**src/rtl/vic_pkg.sv**
```systemverilog
package vic_pkg;
    localparam int REG_FLAG  = 0;
    localparam int REG_EN    = 1;
    localparam int REG_CTRL  = 2;
    localparam int REG_WIN   = 3;
    localparam int PRIO_BASE = 8;
    localparam int CTRL_LVL_LSB = 4;
    localparam int CTRL_WIN_BIT = 8;
endpackage

```
**src/rtl/vic_arbiter.sv**
```systemverilog
module vic_arbiter #(
    parameter int NUM_IRQ  = 21,
    parameter int NUM_TRAP = 4,
    parameter int PRIO_W   = 3,
    parameter int LVL_W    = 4,
    parameter int IDX_W    = 5
) (
    input  logic [NUM_IRQ-1:0]              flags,
    input  logic [NUM_IRQ-1:0]              enables,
    input  logic [NUM_IRQ-1:0][PRIO_W-1:0]  prios,
    input  logic [NUM_TRAP-1:0]             traps,
    input  logic [LVL_W-1:0]                cur_lvl,
    input  logic                            hold_low,
    input  logic                            hold_mask,
    output logic                            win_valid,
    output logic [IDX_W-1:0]                win_idx,
    output logic [LVL_W-1:0]                win_lvl
);
    localparam int LVL_TOP = (1 << LVL_W) - 1;
    localparam int LOW_MAX = (1 << PRIO_W) - 2;

    always_comb begin
        win_valid = 1'b0;
        win_idx   = '0;
        win_lvl   = '0;
        // strict '>' against the best so far keeps the lower index on ties
        for (int i = 0; i < NUM_TRAP; i++) begin
            if (traps[i] && (LVL_W'(LVL_TOP - i) > cur_lvl)
                && (LVL_W'(LVL_TOP - i) > win_lvl)) begin
                win_valid = 1'b1;
                win_idx   = IDX_W'(i);
                win_lvl   = LVL_W'(LVL_TOP - i);
            end
        end
        for (int k = 0; k < NUM_IRQ; k++) begin
            if (flags[k] && enables[k] && (prios[k] != '0) && !hold_mask
                && !(hold_low && (int'(prios[k]) <= LOW_MAX))
                && (LVL_W'(prios[k]) > cur_lvl) && (LVL_W'(prios[k]) > win_lvl)) begin
                win_valid = 1'b1;
                win_idx   = IDX_W'(NUM_TRAP + k);
                win_lvl   = LVL_W'(prios[k]);
            end
        end
    end
endmodule

```
**src/rtl/vic_vecgen.sv**
```systemverilog
module vic_vecgen #(
    parameter int ADDR_W  = 24,
    parameter int IDX_W   = 5,
    parameter int VEC_LO  = 'h4,
    parameter int VEC_HI  = 'hFE,
    parameter int ALT_OFS = 'h80
) (
    input  logic [IDX_W-1:0]  idx,
    input  logic              alt,
    input  logic              fetch_valid,
    input  logic [ADDR_W-1:0] fetch_addr,
    output logic [ADDR_W-1:0] vector,
    output logic              fetch_hit
);
    logic [ADDR_W-1:0] base;

    always_comb begin
        base      = alt ? ADDR_W'(VEC_LO + ALT_OFS) : ADDR_W'(VEC_LO);
        vector    = base + ADDR_W'({idx, 1'b0});
        fetch_hit = fetch_valid && (fetch_addr >= ADDR_W'(VEC_LO))
                    && (fetch_addr <= ADDR_W'(VEC_HI));
    end
endmodule

```
**src/rtl/prio_vic.sv**
```systemverilog
module prio_vic #(
    parameter int NUM_IRQ      = 21,
    parameter int NUM_TRAP     = 4,
    parameter int PRIO_W       = 3,
    parameter int LVL_W        = 4,
    parameter int CNT_W        = 14,
    parameter int ADDR_W       = 24,
    parameter int DATA_W       = 32,
    parameter int STACK_D      = 16,
    parameter int ADDRERR_TRAP = 1,
    localparam int REG_AW      = $clog2(vic_pkg::PRIO_BASE + NUM_IRQ)
) (
    input  logic                clk,
    input  logic                rst_n,
    input  logic [NUM_IRQ-1:0]  irq_evt,
    input  logic [NUM_TRAP-1:0] trap_req,
    input  logic                reg_we,
    input  logic [REG_AW-1:0]   reg_addr,
    input  logic [DATA_W-1:0]   reg_wdata,
    output logic [DATA_W-1:0]   reg_rdata,
    input  logic                fetch_valid,
    input  logic [ADDR_W-1:0]   fetch_addr,
    input  logic                retire,
    input  logic                ack,
    input  logic                ret,
    output logic                req_valid,
    output logic [ADDR_W-1:0]   req_vector,
    output logic [LVL_W-1:0]    req_level,
    output logic [LVL_W-1:0]    cpu_level
);
    import vic_pkg::*;

    localparam int NSRC  = NUM_TRAP + NUM_IRQ;
    localparam int IDX_W = $clog2(NSRC);
    localparam int DEP_W = $clog2(STACK_D + 1);

    typedef struct packed {
        logic [NUM_IRQ-1:0]             flag;
        logic [NUM_IRQ-1:0]             en;
        logic [NUM_IRQ-1:0][PRIO_W-1:0] prio;
        logic [NUM_TRAP-1:0]            trap;
        logic [LVL_W-1:0]               lvl;
        logic                           nonest;
        logic                           alt;
        logic [CNT_W-1:0]               win;
        logic [STACK_D-1:0][LVL_W-1:0]  stk;
        logic [DEP_W-1:0]               dep;
    } st_t;

    st_t st_d, st_q;

    logic             win_valid, fetch_hit;
    logic [IDX_W-1:0] win_idx;
    logic [LVL_W-1:0] win_lvl;
    logic             take;

    vic_arbiter #(
        .NUM_IRQ(NUM_IRQ), .NUM_TRAP(NUM_TRAP), .PRIO_W(PRIO_W),
        .LVL_W(LVL_W), .IDX_W(IDX_W)
    ) u_arb (
        .flags(st_q.flag), .enables(st_q.en), .prios(st_q.prio),
        .traps(st_q.trap), .cur_lvl(st_q.lvl),
        .hold_low(st_q.win != '0),
        .hold_mask(st_q.nonest && (st_q.dep != '0)),
        .win_valid(win_valid), .win_idx(win_idx), .win_lvl(win_lvl)
    );

    vic_vecgen #(
        .ADDR_W(ADDR_W), .IDX_W(IDX_W)
    ) u_vec (
        .idx(win_idx), .alt(st_q.alt), .fetch_valid(fetch_valid),
        .fetch_addr(fetch_addr), .vector(req_vector), .fetch_hit(fetch_hit)
    );

    assign req_valid = win_valid;
    assign req_level = win_lvl;
    assign cpu_level = st_q.lvl;
    assign take      = ack && win_valid && (st_q.dep < DEP_W'(STACK_D));

    always_comb begin
        st_d = st_q;

        // flags: clear by writing 1, new events win
        if (reg_we && reg_addr == REG_AW'(REG_FLAG))
            st_d.flag = st_q.flag & ~reg_wdata[NUM_IRQ-1:0];
        st_d.flag = st_d.flag | irq_evt;

        if (reg_we && reg_addr == REG_AW'(REG_EN))
            st_d.en = reg_wdata[NUM_IRQ-1:0];

        for (int k = 0; k < NUM_IRQ; k++)
            if (reg_we && reg_addr == REG_AW'(PRIO_BASE + k))
                st_d.prio[k] = reg_wdata[PRIO_W-1:0];

        if (reg_we && reg_addr == REG_AW'(REG_CTRL)) begin
            st_d.nonest = reg_wdata[0];
            st_d.alt    = reg_wdata[1];
            if (!st_q.nonest)
                st_d.lvl = reg_wdata[CTRL_LVL_LSB +: LVL_W];
        end

        if (reg_we && reg_addr == REG_AW'(REG_WIN))
            st_d.win = reg_wdata[CNT_W-1:0];
        else if (retire && st_q.win != '0)
            st_d.win = st_q.win - 1'b1;

        // level stack: accept wins over return in the same cycle
        if (take) begin
            st_d.stk[st_q.dep[DEP_W-2:0]] = st_q.lvl;
            st_d.dep = st_q.dep + 1'b1;
            st_d.lvl = win_lvl;
            if (int'(win_idx) < NUM_TRAP)
                st_d.trap[win_idx[$clog2(NUM_TRAP)-1:0]] = 1'b0;
        end else if (ret && st_q.dep != '0) begin
            st_d.dep = st_q.dep - 1'b1;
            st_d.lvl = st_q.stk[st_d.dep[DEP_W-2:0]];
        end

        st_d.trap = st_d.trap | trap_req;
        if (fetch_hit)
            st_d.trap[ADDRERR_TRAP] = 1'b1;
    end

    always_ff @(posedge clk or negedge rst_n) begin
        if (!rst_n) begin
            st_q <= '0;
            for (int k = 0; k < NUM_IRQ; k++)
                st_q.prio[k] <= PRIO_W'(1 << (PRIO_W - 1));
        end else begin
            st_q <= st_d;
        end
    end

    always_comb begin
        reg_rdata = '0;
        case (int'(reg_addr))
            REG_FLAG: reg_rdata = DATA_W'(st_q.flag);
            REG_EN:   reg_rdata = DATA_W'(st_q.en);
            REG_CTRL: begin
                reg_rdata[0] = st_q.nonest;
                reg_rdata[1] = st_q.alt;
                reg_rdata[CTRL_LVL_LSB +: LVL_W] = st_q.lvl;
                reg_rdata[CTRL_WIN_BIT] = (st_q.win != '0);
            end
            REG_WIN:  reg_rdata = DATA_W'(st_q.win);
            default: begin
                for (int k = 0; k < NUM_IRQ; k++)
                    if (int'(reg_addr) == PRIO_BASE + k)
                        reg_rdata = DATA_W'(st_q.prio[k]);
            end
        endcase
    end
endmodule

```
**config.mk**
```make
export PLATFORM = sky130hd
export DESIGN_NAME = prio_vic
export DESIGN_NICKNAME = d
export VERILOG_FILES = /design/src/rtl/vic_pkg.sv /design/src/rtl/vic_arbiter.sv /design/src/rtl/vic_vecgen.sv /design/src/rtl/prio_vic.sv
export SDC_FILE = /design/constraint.sdc
export NUM_CORES = 1
export LEC_CHECK = 0
export ABC_AREA = 1
export CAP_MARGIN = 20
export CELL_PAD_IN_SITES_DETAIL_PLACEMENT = 1
export CELL_PAD_IN_SITES_GLOBAL_PLACEMENT = 2
export CORE_AREA = 2 2 231 233
export DETAILED_ROUTE_END_ITERATION = 8
export DIE_AREA = 0 0 233 235
export GPL_TIMING_DRIVEN = 1
export PLACE_DENSITY = 0.79
export SYNTH_ARGS = -nofsm -noshare
export SYNTH_HDL_FRONTEND = slang
export SYNTH_HIERARCHICAL = 1
export SYNTH_SLANG_ARGS = --single-unit
```
**constraint.sdc**
```tcl
create_clock -name clk -period 28.7 [get_ports clk]
set_clock_uncertainty 0.15 [all_clocks]
set_input_delay 7.175 -clock clk [delete_from_list [all_inputs] [get_ports clk]]
set_output_delay 7.175 -clock clk [all_outputs]
set_load 0.05 [all_outputs]
```
Yosys cells after proc, flatten, opt, wreduce, memory -nomap -nowiden. Index checks and enable logic that the tools add are counted.

Shift-type cells: 0. Mux-type cells: 119. Div/mod/pow operators: 0. Magnitude comparators: 79. Equality and inequality tests: 46. $add $sub $neg: 4. Multiply operators: 0. Reduce and logical (&&, ||, !) cells: 238. Bitwise operators: 6.

Operator list (number): two-way mux 32 bit (20); logical AND 1 bit (188); > comparator 3 x 4 -> 1 bit (42); two-way mux 4 bit (40); == test 5 bit (second input constant) (29); one-hot mux 23 bit (4 select lines) (1); nonzero test 3 bit (22); bitwise mux 64 bit (1); <= comparator 3 bit (second input constant) (21); == test 5 x 4 -> 1 bit (second input constant) (12); two-way mux 5 bit (11); > comparator 4 bit (first input constant) (7); two-way mux 1 bit (28); two-way mux 14 bit (2); adder 24 x 6 -> 24 bit (1); greater-or-equal comparator 24 x 3 -> 1 bit (second input constant) (1); <= comparator 24 x 8 -> 1 bit (second input constant) (1); logical NOT 1 bit (22); AND 21 bit (1); two-way mux 21 bit (1); NOT 21 bit (1); bitwise OR 21 bit (1); one-hot mux 5 bit (4 select lines) (1); binary-select mux 4 bit (select 4 bit) (1); 28 further kinds (37).

Memories: 0. Bits in latches: 0. Register bits after elaboration: 198. Bits in writable memories: 0. Memory bits (read-only): 0. Word-level logic and storage cells: 537. Bits of input ports: 93.

Longest topological paths before layout.
Word-level depth: 85. Gate-level depth with buffers: 208. Depth with buffers taken out: 207.

Cells and area by module. The synthesis kept the hierarchy.

Modules (own cells, without submodules): prio_vic (instances 1, seq. area each 4981.0 um^2, area each 9761.9 um^2, cells an instance 1187); vic_arbiter (instances 1, seq. area each 0.0 um^2, area each 5520.3 um^2, cells an instance 935); vic_vecgen (instances 1, seq. area each 0.0 um^2, area each 306.5 um^2, cells an instance 55).

Worst setup path before layout. Ideal clock, no wire load.

Path kind: register to output. Start point: register st_q[69] (netlist name). End point: output port req_vector[4]. Setup slack: -2.840 ns. Arrival: 24.215 ns. Path buffers: 1. Cell stages (with the launch flop): 186. Path through: dfrtp_1 inv_1 ha_1 nand2_1 nor3_2 nand2_1 nor2_2 nand2_1 nor3_2 nand3_1 buf_1 nand2_1 nand3_1 nor2_1 nand3_1 nand2_1 inv_1 ha_1 (+150 left out) and2_1 ha_1 inv_1 nor2_1 nor4_1 o2111a_1 nand2_1 nand3_1 nand2_1 ha_1 nand3_1 nand2_1 a2111oi_0 nand3_1 nor3_1 nor2_1 ha_1 xor2_1.

Cells in the longest elaborated chain, start to end: 68. Elaborated cells on any way between the ends: 168. Classes of those cells: 1 x add/sub; 20 x order compare; 41 x mux; 106 x reduce/logical.

Ends and longest elaborated chain: start: declaration (line prio_vic.sv:50) `st_t st_d, st_q;`; start signal: assignment (line prio_vic.sv:130) `st_q <= st_d;`; nonzero test 14 bit * (line prio_vic.sv:63) `.hold_low(st_q.win != '0),`; logical AND 1 bit (line vic_arbiter.sv:37) `&& !(hold_low && (int'(prios[k]) <= LOW_MAX))`; logical NOT 1 bit (line vic_arbiter.sv:37); logical AND 1 bit (line vic_arbiter.sv:37); logical AND 1 bit (2 in series) (line vic_arbiter.sv:38) `&& (LVL_W'(prios[k]) > cur_lvl) && (LVL_W'(prios[k]) > win_lvl)) begin`; two-way mux 4 bit (line vic_arbiter.sv:36) `if (flags[k] && enables[k] && (prios[k] != '0) && !hold_mask`; > comparator 3 x 4 -> 1 bit (line vic_arbiter.sv:38); logical AND 1 bit (line vic_arbiter.sv:38); (+52 left out); > comparator 3 x 4 -> 1 bit (line vic_arbiter.sv:38); logical AND 1 bit (line vic_arbiter.sv:38); two-way mux 4 bit (line vic_arbiter.sv:36); > comparator 3 x 4 -> 1 bit (line vic_arbiter.sv:38); logical AND 1 bit (line vic_arbiter.sv:38); two-way mux 5 bit * (line vic_arbiter.sv:36); net win_idx[1] (line prio_vic.sv:53) `logic [IDX_W-1:0] win_idx;`; adder 24 x 6 -> 24 bit * (line vic_vecgen.sv:19) `vector = base + ADDR_W'({idx, 1'b0});`; end: declaration (line prio_vic.sv:27) `output logic [ADDR_W-1:0] req_vector,`.

The timed path passes the listed nets; every way through them passes the cells marked *.

Worst setup path in the final report.
Start point: register st_q[70] (netlist name). End point: output port req_valid.

Cells in the longest elaborated chain, start to end: 67. Elaborated cells on any way between the ends: 167. Classes of those cells: 20 x order compare; 41 x mux; 106 x reduce/logical.

Ends and longest elaborated chain: nonzero test 14 bit * (line prio_vic.sv:63); logical AND 1 bit (line vic_arbiter.sv:37); logical NOT 1 bit (line vic_arbiter.sv:37); logical AND 1 bit (line vic_arbiter.sv:37); logical AND 1 bit (2 in series) (line vic_arbiter.sv:38); two-way mux 4 bit (line vic_arbiter.sv:36); > comparator 3 x 4 -> 1 bit (line vic_arbiter.sv:38); logical AND 1 bit (line vic_arbiter.sv:38); (+50 left out); logical AND 1 bit (line vic_arbiter.sv:38); two-way mux 4 bit (line vic_arbiter.sv:36); > comparator 3 x 4 -> 1 bit (line vic_arbiter.sv:38); logical AND 1 bit (line vic_arbiter.sv:38); two-way mux 4 bit (line vic_arbiter.sv:36); > comparator 3 x 4 -> 1 bit (line vic_arbiter.sv:38); logical AND 1 bit (line vic_arbiter.sv:38); two-way mux 1 bit * (line vic_arbiter.sv:36); end: declaration (line prio_vic.sv:26) `output logic req_valid,`.

Every way passes the cells marked *; elsewhere a longest branch is shown, timed or not.

==> results.txt <==
----------------------------------------------------
[Setup path]
  Crit path top cell by count ... sky130_fd_sc_hd__nand2_2
  Worst path buffer plus inverter count ... 25
  Origin of the critical flop-to-flop path ... st_q[70]
  Worst setup path startpoint ... st_q[70]
  Slack of the worst reg-to-reg path ... 1.59 ns
  Critical path's largest stage delay ... 0.59 ns
  Critical Setup Path Class ... flop to output pin
  Number of logic stages on the critical path including buffering ... 176
  Capturing element of the worst setup path ... req_valid
  Arrival time of the worst setup path ... 25.54 ns
  Data required time of the critical path ... 21.38 ns
  Kind of end point of the critical path ... output pin
  Worst reg2reg path depth ... 182
  Slowest stage cell on the critical path ... sky130_fd_sc_hd__or4_4
  Maximum fanout encountered on the critical timing path ... 6
  Crit start category ... flop
  Top Family by Delay on Critical Path ... simple AND/OR/NAND/NOR gates
  End of the worst register-to-register path ... st_q[34]

[Synth]
  Syn avg cell area ... 7.161 µm²
  Area leader, netlist ... sky130_fd_sc_hd__dfrtp_1
  Post-synthesis register bit count ... 198
  Number of distinct standard cells referenced by the synthesized netlist ... 70
  Post-synthesis cell area ... 15590 µm²
  Top cell types by occurrence after synthesis ... sky130_fd_sc_hd__nand2_1, sky130_fd_sc_hd__inv_1, sky130_fd_sc_hd__o21ai_0, sky130_fd_sc_hd__dfrtp_1, sky130_fd_sc_hd__nor2_1
  Number of enable-type register cells in the synthesized netlist ... 0
  Dominant synthesized flop cell ... sky130_fd_sc_hd__dfrtp_1
  Sequential share of the synthesized area ... 31.95%
  Proportion of register bits with asynchronous set or reset after synthesis ... 100.0%
  Gate count after technology mapping ... 2177
  Top post-synthesis cells by area ... sky130_fd_sc_hd__dfrtp_1, sky130_fd_sc_hd__nand2_1, sky130_fd_sc_hd__ha_1, sky130_fd_sc_hd__o21ai_0, sky130_fd_sc_hd__inv_1
  Library cell with the highest instance count after synthesis ... sky130_fd_sc_hd__nand2_1
  Portion of synthesized cell area occupied by the leading cell type ... 28.41%
  Synth warn ... 6

[Floorplanning]
  Number of top-level pins ... 158
  DIE WIDTH ... 233 µm
  Core Rows ... 84
  DIE HEIGHT ... 235 µm
  Die Outline Area ... 54760 µm²
  Initial core utilization ... 29.84%
  Area of the core ... 52240 µm²

[STA]
  Worst slew slack as a fraction of its limit ... 31.84%
  Actual slew at the worst max-slew pin ... 1.022 ns
  Final worst-path setup slack ... -4.166 ns
  Number of max-slew violations in the final report ... 0
  Tcrit/Tclk final ... 114.5%
  Worst hold slack after final layout ... 0.3411 ns
  Fin. Hold Viols ... 0
  Final setup violating endpoints ... 10
  Highest achievable clock rate ... 30.43 MHz
  Final period demand of the worst path ... 32.87 ns
  Unrepaired setup endpoints after global routing ... true

[Clocking]
  Clock input transition at the sequential cells of the worst setup and hold paths ... 0.09 ns
  CTS Buffer Depth ... 2
  TritonCTS clock tree ... built
  Number of buffers added by the clock tree synthesis step ... 17
  H-Tree Level Count ... 4
  Number of sinks driven by the clock tree ... 198
  Clock tree root driver cell ... sky130_fd_sc_hd__clkbuf_16
  Clock insertion delay at the later pin of the skew report ... 0.49 ns

[Pwr]
  Proportion of power drawn by combinational gates ... 59.7%
  Internal power of the cells ... 933.0 µW
  Net load switching power ... 835.5 µW
  Clock network fraction of total power ... 15.2%
  Sequential share of power ... 25.1%
  Maximum resistive drop on vdd ... 0.00005716 V
  Switching share of power ... 47.24%
  Leakage Power ... 0.01062 µW
  Power per cell area ... 78.11 nW/µm²
  Final Power ... 1769 µW

[Global route]
  First-pass GRT wire length ... 102200 µm
  Number of global-route vias before repair ... 18130
  Most used routing layer in global routing ... met2
  GR met1 Demand/Resource ... 30.88%
  GRT overflow ... 0
  Largest net degree at the start of global routing ... 72
  Number of antenna violations at the first check in global routing ... 1
  Global-route track usage on met2 ... 40.76%
  Global-route usage over all layers ... 24.05%
  Global-route track usage on met3 ... 3.750%

[Job]
  Max-cap viol count ... 0

[Route]
  Antenna Violating Nets Remaining ... 0
  Total number of vias ... 17190
  Number of detailed-routing iterations run before antenna repair ... 6
  Remaining DRCs ... 0
  Vias per inst ... 5.163
  Post-detailed-routing wire length ... 67270 µm
  Violation count after the first detailed-routing iteration ... 833
  Per-cell routed wire length ... 20.20 µm

[Cells and area]
  Net total in the final layout ... 2854
  Filler Cells Inserted ... 6354
  Layout cells sized above 1 ... 30.28%
  Number of antenna cells inserted ... 0
  Growth of design area from synthesis to finish ... 45.24%
  Fin area ... 22640 µm²

[Place]
  Port buffer count ... 118
  Final weighted congestion in routability-driven placement ... 0.8714
  Placed wire-length estimate ... 47610 µm
  Area after DPL ... 19700 µm²

[Outcome]
  Violations in the final reports ... negative setup slack
  Run status ... finished, violations left

[Min path]
  Worst min-delay path category ... flop to flop

----------------------------------------------------
[final cells by class]
| type | count | area, µm² | area share, % |
|---|---|---|---|
| Clock buffer | 17 | 425.4 | 1.879 |
| Clock inverter | 15 | 215.2 | 0.9505 |
| Inverter | 296 | 1159 | 5.117 |
| Multi-Input combinational cell | 1626 | 10820 | 47.80 |
| Sequential cell | 198 | 4981 | 22.00 |
| Tap cell | 688 | 860.8 | 3.802 |
| Timing Repair Buffer | 490 | 4178 | 18.45 |
[kinds of logic after synthesis]
kind of cell / after synthesis / share of synthesized area [%]
fa+ha+maj: 132 / 10.59
flops: 198 / 31.95
compound gates: 443 / 16.94
mux: 5 / 0.3211
other cells: 2 / 0.04818
xor+xnor: 12 / 0.6742
buf+inv: 379 / 10.21
simple gates: 1006 / 29.26
[placed cells by master (no fill, tap or decap), drive strengths merged, types with 11 or more instances in the layout]
| master | instances |
|---|---|
| and2 | 24 |
| o21ai | 242 |
| dfstp | 21 |
| o32ai | 11 |
| o22ai | 17 |
| nand2 | 524 |
| nor2 | 190 |
| a21oi | 64 |
| nand4 | 46 |
| buf | 382 |
| o21bai | 28 |
| nand3 | 166 |
| ha | 132 |
| clkbuf | 18 |
| clkdlybuf4s50 | 107 |
| inv | 304 |
| nor3 | 37 |
| dfrtp | 177 |
| conb | 28 |
| o221ai | 14 |
| o31ai | 12 |
[state kept, by name (all words and copies together), names as in the netlist]
name       cells
cpu_level      4
st_q         194
[metrics by stage]
| step | setup WS, ns | utilization, % | std cells | setup TNS, ns |
|---|---|---|---|---|
| finish | -4.166 | 43.34 | 3330 | -39.75 |
| global route | -5.649 | 43.34 | 3330 | -55.76 |
| CTS | -4.117 | 41.33 | 3299 | -39.29 |
| detailed placement | -4.722 | 37.71 | 3178 | -44.72 |
| global placement | -3.867 | 37.68 | 3177 | -36.36 |
| floorplan | -1.158 | - | 2203 | -8.463 |
[worst min path at each step]
stage	from	to	slack [ns]	cells past startpoint
after floorplan	st_q[10]	st_q[10]	0.30	2
after global placement	st_q[9]	st_q[9]	0.31	2
after detailed placement	st_q[10]	st_q[10]	0.32	2
after CTS	st_q[10]	st_q[10]	0.34	2
after global routing	st_q[58]	st_q[58]	0.37	2
final	st_q[10]	st_q[10]	0.34	2
[power by group through the flow]
stage,Sequential [µW],Combinational [µW],Clock (µW)
after floorplan,427,539,0
after global placement,438,873,0
after detailed placement,442,918,0
after CTS,440,970,275
after global routing,456,1150,285
final,444,1060,268
[timing repair]
| item | in CTS | in global routing |
|---|---|---|
| buffers inserted | 89 | 31 |
| setup endpoints to repair | 10 | 86 |
| gates resized for setup | 118 | 155 |
| pin swaps | 97 | 114 |
| hold buffers | 0 | 0 |
[tightest hold or removal path: cells and delay by family (launching register included)]
kind	cells	cell delay (ns)
AO/OA/AOI/OAI	1	0.06
AND/OR/NAND/NOR	1	0.05
flip-flops	1	0.35
[metal layers]
| metal | routed length, µm | share of wire [%] |
|---|---|---|
| met1 | 30170 | 45 |
| met5 | 11 | 0.016 |
| met4 | 1956 | 2.9 |
| met3 | 2326 | 3.5 |
| met2 | 32800 | 49 |
Note: power is estimated with default switching activity, not from simulation.
